File: src/rtl/sar_seq_pkg.sv
package sar_seq_pkg;

  typedef enum logic [2:0] {
    ST_IDLE,
    ST_CLR,
    ST_APPLY,
    ST_SAMP,
    ST_CONV
  } seqState_t;

  // Strobes passed from the control FSM to the datapath.
  typedef struct packed {
    logic clear;   // drop trial state
    logic load;    // start trials at the MSB
    logic decide;  // resolve the current trial bit
    logic finish;  // this decide is the last of the frame
    logic report;  // publish the result
  } seqStrobe_t;

endpackage

File: src/rtl/sar_seq_clkdiv.sv
module sar_seq_clkdiv #(
  parameter int SLOW_DIV = 1000
) (
  input  logic       clk,
  input  logic       rstN,
  input  logic       enable,
  input  logic [2:0] clkSel,
  output logic       run,
  output logic       tick
);
  localparam int MAX_DIV = (4 * SLOW_DIV > 16) ? 4 * SLOW_DIV : 16;
  localparam int CNT_W   = $clog2(MAX_DIV + 1);

  logic [CNT_W-1:0] divVal;
  logic [CNT_W-1:0] cnt;

  always_comb begin
    case (clkSel)
      3'd1:    divVal = CNT_W'(SLOW_DIV);
      3'd2:    divVal = CNT_W'(2 * SLOW_DIV);
      3'd3:    divVal = CNT_W'(4 * SLOW_DIV);
      3'd4:    divVal = CNT_W'(1);
      3'd5:    divVal = CNT_W'(2);
      3'd6:    divVal = CNT_W'(4);
      3'd7:    divVal = CNT_W'(16);
      default: divVal = '0;
    endcase
  end

  assign run  = enable && (divVal != '0);
  // ">=" lets a select change to a shorter period recover at once.
  assign tick = run && (cnt >= divVal - CNT_W'(1));

  always_ff @(posedge clk or negedge rstN) begin
    if (!rstN)             cnt <= '0;
    else if (!run || tick) cnt <= '0;
    else                   cnt <= cnt + CNT_W'(1);
  end
endmodule

File: src/rtl/sar_seq_ctrl.sv
module sar_seq_ctrl
  import sar_seq_pkg::*;
#(
  parameter int DATA_W       = 13,
  parameter int SAMPLE_TICKS = 2,
  parameter int WARMUP_DROP  = 3
) (
  input  logic       clk,
  input  logic       rstN,
  input  logic       run,
  input  logic       tick,
  output seqStrobe_t strobe,
  output logic       sampling
);
  localparam int BIT_W  = $clog2(DATA_W);
  localparam int PH_W   = $clog2(SAMPLE_TICKS + 1);
  localparam int DROP_W = $clog2(WARMUP_DROP + 1);

  seqState_t         state;
  logic [PH_W-1:0]   phaseCnt;
  logic [BIT_W-1:0]  bitIdx;
  logic [DROP_W-1:0] dropCnt;

  logic lastSample, lastBit, warmDone;
  assign lastSample = (phaseCnt == PH_W'(SAMPLE_TICKS - 1));
  assign lastBit    = (bitIdx == '0);
  assign warmDone   = (dropCnt == DROP_W'(WARMUP_DROP));

  always_ff @(posedge clk or negedge rstN) begin
    if (!rstN) begin
      state    <= ST_IDLE;
      phaseCnt <= '0;
      bitIdx   <= '0;
      dropCnt  <= '0;
    end else if (!run) begin
      state    <= ST_IDLE;
      phaseCnt <= '0;
      bitIdx   <= '0;
      dropCnt  <= '0;
    end else if (tick) begin
      case (state)
        ST_IDLE:  state <= ST_CLR;
        ST_CLR:   state <= ST_APPLY;
        ST_APPLY: begin
          state    <= ST_SAMP;
          phaseCnt <= '0;
        end
        ST_SAMP: begin
          if (lastSample) begin
            state  <= ST_CONV;
            bitIdx <= BIT_W'(DATA_W - 1);
          end else begin
            phaseCnt <= phaseCnt + PH_W'(1);
          end
        end
        ST_CONV: begin
          if (lastBit) begin
            state    <= ST_SAMP;
            phaseCnt <= '0;
            if (!warmDone) dropCnt <= dropCnt + DROP_W'(1);
          end else begin
            bitIdx <= bitIdx - BIT_W'(1);
          end
        end
        default: state <= ST_IDLE;
      endcase
    end
  end

  always_comb begin
    strobe.clear  = !run || (tick && state == ST_CLR);
    strobe.load   = tick && state == ST_SAMP && lastSample;
    strobe.decide = tick && state == ST_CONV;
    strobe.finish = strobe.decide && lastBit;
    strobe.report = strobe.finish && warmDone;
  end

  assign sampling = (state == ST_SAMP);
endmodule

File: src/rtl/sar_seq_dpath.sv
module sar_seq_dpath
  import sar_seq_pkg::*;
#(
  parameter int DATA_W = 13
) (
  input  logic              clk,
  input  logic              rstN,
  input  seqStrobe_t        strobe,
  input  logic              cmpIn,
  input  logic              singleEnded,
  input  logic              calSwap,
  output logic [DATA_W-1:0] dacBits,
  output logic [DATA_W-1:0] code,
  output logic              codeValid
);
  localparam logic [DATA_W-1:0] MSB_ONE = {1'b1, {(DATA_W-1){1'b0}}};

  logic [DATA_W-1:0] sarReg, trialMask, decided;
  logic keepBit;

  // A swapped comparator reports the opposite sense.
  assign keepBit = cmpIn ^ calSwap;

  for (genvar j = 0; j < DATA_W; j++) begin : g_bit
    assign decided[j] = (strobe.decide && trialMask[j]) ? keepBit : sarReg[j];
  end

  assign dacBits = sarReg | trialMask;

  always_ff @(posedge clk or negedge rstN) begin
    if (!rstN) begin
      sarReg    <= '0;
      trialMask <= '0;
      code      <= '0;
      codeValid <= 1'b0;
    end else begin
      codeValid <= strobe.report;
      if (strobe.report) code <= singleEnded ? ~decided : decided;
      if (strobe.clear || strobe.finish) begin
        sarReg    <= '0;
        trialMask <= '0;
      end else if (strobe.load) begin
        sarReg    <= '0;
        trialMask <= MSB_ONE;
      end else if (strobe.decide) begin
        sarReg    <= decided;
        trialMask <= trialMask >> 1;
      end
    end
  end
endmodule

File: src/rtl/sar_seq.sv
module sar_seq
  import sar_seq_pkg::*;
#(
  parameter int DATA_W       = 13,
  parameter int SAMPLE_TICKS = 2,
  parameter int WARMUP_DROP  = 3,
  parameter int SLOW_DIV     = 1000
) (
  input  logic              clk,
  input  logic              rstN,
  input  logic              enable,
  input  logic              singleEnded,
  input  logic              calSwap,
  input  logic [2:0]        clkSel,
  input  logic              cmpIn,
  output logic              sampleHold,
  output logic [DATA_W-1:0] dacBits,
  output logic [DATA_W-1:0] code,
  output logic              codeValid
);
  logic       run, tick;
  seqStrobe_t strobe;

  sar_seq_clkdiv #(.SLOW_DIV(SLOW_DIV)) u_div (
    .clk(clk), .rstN(rstN), .enable(enable), .clkSel(clkSel),
    .run(run), .tick(tick)
  );

  sar_seq_ctrl #(
    .DATA_W(DATA_W), .SAMPLE_TICKS(SAMPLE_TICKS), .WARMUP_DROP(WARMUP_DROP)
  ) u_ctrl (
    .clk(clk), .rstN(rstN), .run(run), .tick(tick),
    .strobe(strobe), .sampling(sampleHold)
  );

  sar_seq_dpath #(.DATA_W(DATA_W)) u_dp (
    .clk(clk), .rstN(rstN), .strobe(strobe), .cmpIn(cmpIn),
    .singleEnded(singleEnded), .calSwap(calSwap),
    .dacBits(dacBits), .code(code), .codeValid(codeValid)
  );
endmodule

File: config.mk
export PLATFORM = sky130hd
export DESIGN_NAME = sar_seq
export DESIGN_NICKNAME = d
export VERILOG_FILES = /design/src/rtl/sar_seq_pkg.sv /design/src/rtl/sar_seq_clkdiv.sv /design/src/rtl/sar_seq_ctrl.sv /design/src/rtl/sar_seq_dpath.sv /design/src/rtl/sar_seq.sv
export SDC_FILE = /design/constraint.sdc
export NUM_CORES = 1
export LEC_CHECK = 0
export CAP_MARGIN = 20
export CORE_MARGIN = 2
export CORE_UTILIZATION = 40
export CTS_BUF_LIST = sky130_fd_sc_hd__clkbuf_8 sky130_fd_sc_hd__clkbuf_16
export DETAILED_ROUTE_END_ITERATION = 10
export DONT_BUFFER_PORTS = 1
export GPL_ROUTABILITY_DRIVEN = 0
export MAX_ROUTING_LAYER = met4
export PLACE_DENSITY_LB_ADDON = 0.08
export SYNTH_ARGS = -nofsm -noshare
export SYNTH_HDL_FRONTEND = slang
export SYNTH_SLANG_ARGS = --single-unit
File: constraint.sdc
create_clock -name clk -period 3.5 [get_ports clk]
set_clock_uncertainty 0.2 [all_clocks]
set_input_delay 0.7 -clock clk [delete_from_list [all_inputs] [get_ports clk]]
set_output_delay 0.7 -clock clk [all_outputs]
set_load 0.03 [all_outputs]
Word level (Yosys, flattened, before mapping)
Index checks and enable logic that the tools add are counted.
- bitwise logic cells: 3
- muxes and demuxes: 42
- equal/unequal tests: 23
- reduce and logical (&&, ||, !) cells: 33
- $add $sub $neg: 5
- order comparisons: 1
- operators with widths (operator ; number):
    two-way mux 13 bit ; 7
    case mux 12 bit (7 select lines) ; 1
    logical AND 1 bit ; 21
    two-way mux 2 bit ; 9
    two-way mux 4 bit ; 4
    == test 3 bit, second input constant ; 5
    != test 3 bit, second input constant ; 5
    case mux 3 bit (5 select lines) ; 1
    two-way mux 1 bit ; 13
    NOT 13 bit ; 1
    bitwise OR 13 bit ; 1
    adder 12 x 1 -> 12 bit, second input constant ; 1
    == test 3 x 2 -> 1 bit, second input constant ; 4
    >= comparator 12 bit ; 1
    two-way mux 12 bit ; 1
    two-way mux 3 bit ; 4
    AND reduction 4 bit ; 3
    nonzero test 12 bit ; 1
    subtractor 12 x 1 -> 12 bit, second input constant ; 1
    != test 2 bit, second input constant ; 4
    case mux 4 bit (2 select lines) ; 1
    == test 3 x 1 -> 1 bit, second input constant ; 2
    case mux 2 bit (3 select lines) ; 1
    adder 2 x 1 -> 2 bit, second input constant ; 2
    other kinds (11) ; 13
- word-level logic and storage cells: 116
- register bits after elaboration: 63
- output and inout port bits: 28
- input bits: 9

Longest topological paths before layout
Gate-level depths: netlist (run 1).
- word-level depth: 11
- mapped depth: 15
- mapped depth without buffers: 13

Cells and area by module
From an unflattened synthesis (run 1), not the netlist that was laid out.
- cell total of the unflattened synthesis: 383
- area, all modules: 3712.3 um^2
- modules (own cells, without submodules) (module ; cells each ; sequential area each (um^2) ; instances ; area each (um^2)):
    sar_seq_dpath ; 207 ; 1001.0 ; 1 ; 2029.4
    sar_seq_clkdiv ; 100 ; 300.3 ; 1 ; 965.9
    sar_seq_ctrl ; 76 ; 275.3 ; 1 ; 716.9

Worst setup path after synthesis (run 1)
OpenSTA, ideal clock, no wires.
- path kind: input to register
- start point: in clkSel[2]
- end point: reg u_dp.sarReg[10]
- library setup time: 0.096 ns
- data required time: 3.204 ns
- cell stages on the path: 14
- data arrival time: 3.411 ns
- setup slack: -0.207 ns
- path buffers: 2
- cell sequence: clkbuf_1 -> inv_1 -> or3_1 -> ha_1 -> a21oi_1 -> a21o_1 -> ha_1 -> nand2_1 -> o21ai_2 -> a2111o_1 -> o21ai_4 -> o21ai_4 -> buf_6 -> a311oi_2
- longest elaborated chain between the ends: 11
- elaborated cells between the ends (all ways): 27
- classes of those cells: add/sub: 1; order compare: 1; eq/ne: 7; mux: 5; reduce/logical: 13
- RTL lines (what ; line ; text):
    start, declared ; sar_seq.sv:14 ; input logic [2:0] clkSel,
    == test 3 bit (tied with other cells) ; sar_seq_clkdiv.sv:18 ; case (clkSel)
    case mux 12 bit (7 select lines) * ; sar_seq_clkdiv.sv:18 ;
    subtractor 12 x 1 -> 12 bit or nonzero test 12 bit (tied branches) ; sar_seq_clkdiv.sv:32, sar_seq_clkdiv.sv:30 ;
    >= comparator 12 bit or logical AND 1 bit (tied branches) ; sar_seq_clkdiv.sv:32, sar_seq_clkdiv.sv:30 ;
    logical AND 1 bit ; sar_seq_clkdiv.sv:32 ; assign tick = run && (cnt >= divVal - CNT_W'(1));
    logical AND 1 bit ; sar_seq_ctrl.sv:73 ; strobe.decide = tick && state == ST_CONV;
    logical AND 1 bit ; sar_seq_dpath.sv:25 ; assign decided[j] = (strobe.decide && trialMask[j]) ? keepBit : sarReg[j];
    two-way mux 1 bit ; sar_seq_dpath.sv:25 ;
    two-way mux 13 bit ; sar_seq_dpath.sv:45 ; end else if (strobe.decide) begin
    two-way mux 13 bit ; sar_seq_dpath.sv:42 ; end else if (strobe.load) begin
    two-way mux 13 bit ; sar_seq_dpath.sv:39 ; if (strobe.clear || strobe.finish) begin
    end signal, assigned ; sar_seq_dpath.sv:46 ; sarReg <= decided;
    end, declared ; sar_seq_dpath.sv:18 ; logic [DATA_W-1:0] sarReg, trialMask, decided;
Mark *: on every way between the ends. The rest lies on a longest branch, timed or not. The select of a mux whose other input is x is not followed.
A chain may end at the register's enable or synchronous reset.

Worst setup path in the final report (run 1)
- start point: in clkSel[2]
- end point: reg u_dp.sarReg[8]
Same word-level chain as after synthesis.

==> flow_metrics.py, run 1 <==
metrics = {
    "run_status": {
        "status": "finished clean",
    },
    "routing": {
        "wl_met3_um": 336,
        "post_drt_wl_per_cell_um": 15.8,
        "drt-met1-wl_um": 3690,
        "drc_errors": 0,
        "via_count": 2600,
        "dr_wl_met2_um": 3550,
        "dr.pass1.iters": 4,
        "viasPerCell": 5.35,
        "antenna_left": 0,
        "highest_layer": "met4",
        "drtIter0Drc": 56,
        "drt_wl_total_um": 7670,
    },
    "grt": {
        "grt_pass1_wl_um": 13300,
        "grt_max_degree": 64,
        "grt_pass1_vias": 2581,
        "grt-ovfl-total": 0,
        "grt_usage": 0.175,
        "antenna_found_initial": 0,
    },
    "critical_path": {
        "cp.required_ns": 3.50,
        "max_stage_delay_ns": 0.57,
        "crit_path_start_kind": "primary input",
        "reg2reg_from": "u_div.cnt[7]",
        "setup.worst_path.class": "in -> reg",
        "cp_top_family": "compound AO/OA/AOI/OAI gates",
        "cp_max_fo": 21,
        "path_buf_inv": 2,
        "crit_slowest_cell": "o31ai_1",
        "crit_start": "clkSel[2]",
        "crit_top_cell": "ha_1",
        "crit_chain": "inv_1, or3_1, ha_1, xor2_1, ha_1, o21ai_0, nor2_1, o31ai_1, a211oi_4, buf_12, a21oi_1, a311oi_2",
        "cp-end-kind": "flip-flop",
        "cp.arrival_ns": 3.09,
    },
    "clocking": {
        "postCtsSetupRepairBufs": 0,
        "cts.sinks": 63,
        "clk_latency_ns": 0.35,
        "path_clk_slew_ns": 0.09,
        "cts_root_buffer": "clkbuf_8",
        "cts_tree": "done",
        "clockBufferDepth": 2,
        "cts_buffers": 9,
        "h-tree-depth": 3,
    },
    "yosys": {
        "synth-seq-cells": 63,
        "ys_seq_area_frac": 0.435,
        "synth_top_area_frac": 0.435,
        "netlist_area_mm2": 0.00363,
        "syn_nets": 393,
        "synth_edf_count": 0,
        "synth.distinct_cells": 50,
        "async_reset_ff_frac": 1.00,
        "synth_top_area_cell": "dfrtp_1",
        "synth_area_leaders": "dfrtp_1 (43%), ha_1 (5.9%), xnor2_1 (4.8%)",
        "syn_inst": 367,
        "ys_warn_count": 0,
        "ys.flop_type": "dfrtp_1",
        "synth_area_per_cell_um2": 9.88,
    },
    "timing": {
        "hold_viol": 0,
        "fin_setup_tns_ns": 0,
        "rsz0062_at_grt": "false",
        "max_freq_ghz": 0.323,
        "finalWorstSetupSlack_ns": 0.403,
        "finalSetupViolations": 0,
        "slew_viol_final": 0,
        "fin_crit_ns": 3.10,
        "period_share": 0.885,
        "relSlewSlack": 0.460,
        "tightest_slew_ns": 0.807,
    },
    "layout": {
        "nets": 399,
        "num_antenna_cells": 0,
        "drive_above_1_share": 0.180,
        "most-common-layout-cells": "dfrtp_1 (63), nor2_1 (36), nand2_1 (34)",
        "utilization": 0.462,
        "design_area_mm2": 0.00405,
        "final_common_cell": "dfrtp_1",
        "fin_cells": 486,
        "syn_to_final_growth_pct": 11.7,
        "fill_cells": 846,
    },
    "placement": {
        "dp_slack_ns": 0.0177,
        "place_area_mm2": 0.00382,
        "port_buffers": 0,
        "dp_hpwl_um": 5140,
        "dp_cells": 469,
    },
    "die": {
        "die_area_mm2": 0.00985,
        "die_w_um": 99.2,
        "row_count": 34,
        "die_h_um": 99.2,
        "ioPinCount": 37,
        "core-area_mm2": 0.00876,
        "initial_core_util": 0.414,
    },
    "pwr": {
        "irDropWorstVdd_v": 0.000147,
        "powerDensity_mw_per_mm2": 370,
        "p_leak_nw": 1.72,
    },
    "hold_path": {
        "min_path_type": "in -> async",
    },
    "run": {
        "maxCapViolations": 0,
    },
}
-- final cells by class --
cell class	instances	area, µm²	share of cell area
multi-input combinational	276	1940	0.478
clock buffer	9	124	0.0306
timing repair buffer	15	170	0.0420
tap	108	135	0.0334
inverter	8	30.0	0.00741
clock inverter	7	80.1	0.0198
sequential	63	1580	0.389
-- cell usage after synthesis (2+ instances only) --
master / n
o31ai_1: 3
and3_1: 5
nand3_1: 12
o21ai_1: 2
dfrtp_1: 63
a211oi_2: 2
a311oi_2: 8
buf_2: 5
nor3b_1: 2
inv_1: 8
or2_2: 16
nor4_1: 2
o21ai_4: 2
a21oi_1: 22
a21oi_2: 2
xnor2_1: 20
a311oi_1: 5
o21ai_0: 18
clkbuf_1: 12
mux2i_1: 13
o32ai_1: 2
o31a_1: 2
or3_1: 3
nor3_1: 4
a211o_1: 2
buf_6: 2
nor2b_1: 2
nor2_1: 36
nand3b_1: 2
a21boi_0: 13
nand2_1: 34
ha_1: 17
a31oi_1: 3
xor2_1: 7
-- per-stage QoR --
step                hold WS [ns]  power (mW)
floorplan                  0.204       0.815
global placement           0.206       0.830
detailed placement         0.206       0.830
CTS                       0.0167        1.52
global route              0.0248        1.56
finish                    0.0171        1.50
-- state kept, by name (all words and copies together) (netlist names) --
name	cells
u_dp.trialMask	13
u_ctrl.dropCnt	2
u_ctrl.bitIdx	4
u_dp.codeValid	1
u_div.cnt	12
u_dp.code	13
u_ctrl.state	3
u_dp.sarReg	13
u_ctrl.phaseCnt	2
-- final timing paths --
check / slack (ns) / end / depth (start not counted)
max in group asynchronous: 2.80 / u_ctrl.dropCnt[1] / 1
worst max register to register: 0.90 / u_dp.trialMask[5] / 7
worst min-delay path: 0.02 / u_dp.code[0] / 1
worst min register to register: 0.31 / u_div.cnt[0] / 1
worst max-delay path: 0.40 / u_dp.sarReg[8] / 12
min in group clk: 0.31 / u_div.cnt[0] / 1
-- cells by family after synthesis --
| logic type | Yosys count | share of synthesized area |
|---|---|---|
| compound gates | 94 | 0.200 |
| xor+xnor | 27 | 0.0652 |
| fa+ha+maj | 17 | 0.0586 |
| buf+inv | 28 | 0.0359 |
| flops | 63 | 0.435 |
| mux | 13 | 0.0359 |
| simple gates | 125 | 0.169 |
-- power breakdown --
part           switching, mW  internal, mW
combinational         0.0628        0.0353
sequential           0.00370         0.730
clock                  0.330         0.336
-- per-layer routing --
metal | global-route usage | up-vias
met5 | - | -
met4 | 0.0727 | 0
met3 | 0.0351 | 9
met2 | 0.268 | 49
met1 | 0.226 | 1233
li1 | - | 1309
-- repair_timing --
item                                    CTS  global route
endpoints found under the hold margin    63             0
hold buffers                              1             0
resized for setup                         0             0
endpoints found under the setup margin    0             0
Power figures use the tool's default switching activity.
==> run 2, diff against run 1 <==
Clock period 3.5 ns to 3.9 ns, I/O delays scaled along.
==> run 2 against run 1 <==
  * Count of clock-buffer cells in the layout up 1
  * Critical path depth unchanged
  * Global-route usage shrank 0.30 points
  * Critical endpoint is now u_dp.sarReg[3]
==> flow_metrics.py, run 2 (synthesized netlist as in run 1, its figures left out) <==
metrics = {
    "clocking": {
        "h-tree-depth": 3,
        "cts_tree": "done",
        "path_clk_slew_ns": 0.07,
        "hold_buffers": 1,
        "cts_buffers": 9,
        "clockBufferDepth": 2,
        "clk_latency_ns": 0.33,
        "postCtsSetupRepairBufs": 0,
        "cts.sinks": 63,
        "cts_root_buffer": "clkbuf_8",
        "cts-resized-gates": 0,
    },
    "pwr": {
        "pwr-share-comb": 0.059,
        "irDropWorstVdd_v": 0.000159,
        "p_leak_nw": 1.69,
        "power.internal_mw": 1.12,
        "clkPwrFrac": 0.483,
        "power.total_mw": 1.44,
        "p_sw_mw": 0.316,
        "p_seq_frac": 0.458,
        "powerDensity_mw_per_mm2": 360,
        "swShare": 0.220,
    },
    "layout": {
        "most-common-layout-cells": "dfrtp_1 (63), nor2_1 (36), nand2_1 (34)",
        "largestRegisters": "u_dp.code (13), u_dp.sarReg (13), u_dp.trialMask (13)",
        "nets": 390,
        "syn_to_final_growth_pct": 10.3,
        "multi_input_area_mm2": 0.00194,
        "utilization": 0.456,
        "fill_cells": 862,
        "drive_above_1_share": 0.160,
        "fin_cells": 477,
        "final_common_cell": "dfrtp_1",
        "num_antenna_cells": 0,
        "design_area_mm2": 0.00400,
        "seqCellArea_mm2": 0.00158,
    },
    "critical_path": {
        "crit_chain": "inv_1, or3_1, ha_1, a21oi_1, a21o_1, ha_1, nand2_1, o21ai_2, a2111o_1, o21ai_4, o21ai_4, a311oi_1",
        "cp_max_fo": 25,
        "path_buf_inv": 1,
        "cp_top_family": "compound AO/OA/AOI/OAI gates",
        "cp.arrival_ns": 3.42,
        "crit_path_start_kind": "primary input",
        "setup.worst_path.class": "in -> reg",
        "cp.required_ns": 3.94,
        "cp-end-kind": "flip-flop",
        "max_stage_delay_ns": 0.45,
        "crit_slowest_cell": "a2111o_1",
    },
    "routing": {
        "drc_errors": 0,
        "antenna_left": 0,
        "viasPerCell": 5.41,
        "via_count": 2581,
        "post_drt_wl_per_cell_um": 16.2,
        "drtIter0Drc": 55,
        "dr.pass1.iters": 4,
        "drt_wl_total_um": 7720,
    },
    "die": {
        "row_count": 34,
        "die_area_mm2": 0.00985,
        "die_w_um": 99.2,
        "core-area_mm2": 0.00876,
        "initial_core_util": 0.414,
        "ioPinCount": 37,
        "die_h_um": 99.2,
    },
    "timing": {
        "hold_viol": 0,
        "max_freq_ghz": 0.295,
        "finalWorstSetupSlack_ns": 0.515,
        "period_share": 0.868,
        "relSlewSlack": 0.446,
        "hold_ws_ns": 0.116,
        "rsz0062_at_grt": "false",
        "slew_viol_final": 0,
        "fin_setup_tns_ns": 0,
        "tightest_slew_ns": 0.827,
        "fin_crit_ns": 3.39,
        "finalSetupViolations": 0,
    },
    "placement": {
        "dp_cells": 460,
        "port_buffers": 0,
        "place_area_mm2": 0.00373,
        "dp_slack_ns": 0.170,
        "dp_hpwl_um": 5200,
    },
    "hold_path": {
        "min_path_type": "in -> async",
    },
    "grt": {
        "grt_pass1_vias": 2518,
        "grt-ovfl-total": 0,
        "grt_pass1_wl_um": 13100,
        "grt_usage": 0.172,
        "grt_max_degree": 64,
        "antenna_found_initial": 0,
    },
    "run": {
        "maxCapViolations": 0,
    },
    "run_status": {
        "status": "finished clean",
    },
}
## run 2: cell types whose count changed in the layout (fill, tap and decap cells not counted), moves of 2 or more
cell and delta:
buf_4 -7, buf_12 -2, bufinv_16 +2, clkinv_2 +2
clkinv_4 -2, inv_6 -2
## run 2: path summary, 6_finish.rpt
path,startpoint,end,slack [ns],depth (start not counted)
worst min-delay path,rstN,u_dp.code[0],0.12,1
min in group clk,u_ctrl.phaseCnt[0],u_ctrl.phaseCnt[0],0.30,1
worst max register to register,u_div.cnt[0],u_ctrl.state[1],1.18,8
worst max-delay path,clkSel[2],u_dp.sarReg[3],0.51,12
worst min register to register,u_ctrl.phaseCnt[0],u_ctrl.phaseCnt[0],0.30,1
max in group asynchronous,rstN,u_ctrl.state[0],3.11,1
## run 2: routing by layer
layer	vias to the layer above	wire [µm]	track usage
met4	0	65	0.0411
met1	1239	3560	0.218
met5	-	0	-
li1	1289	-	-
met2	49	3730	0.272
met3	4	372	0.0499
## run 2: cell type report
cell class | count | area share
Sequential cell | 63 | 0.394
Tap cell | 108 | 0.0338
Inverter | 8 | 0.00751
Clock buffer | 10 | 0.0344
Multi-Input combinational cell | 276 | 0.484
Clock inverter | 6 | 0.0269
Timing Repair Buffer | 6 | 0.0194
## run 2: power by group through the flow
stage | clock, mW | combinational (mW) | sequential [mW]
3_5_place_dp | 0 | 0.0700 | 0.672
3_3_place_gp | 0 | 0.0689 | 0.672
6_report | 0.696 | 0.0847 | 0.659
5_1_grt | 0.753 | 0.0967 | 0.659
4_1_cts | 0.720 | 0.0874 | 0.659
2_1_floorplan | 0 | 0.0609 | 0.671
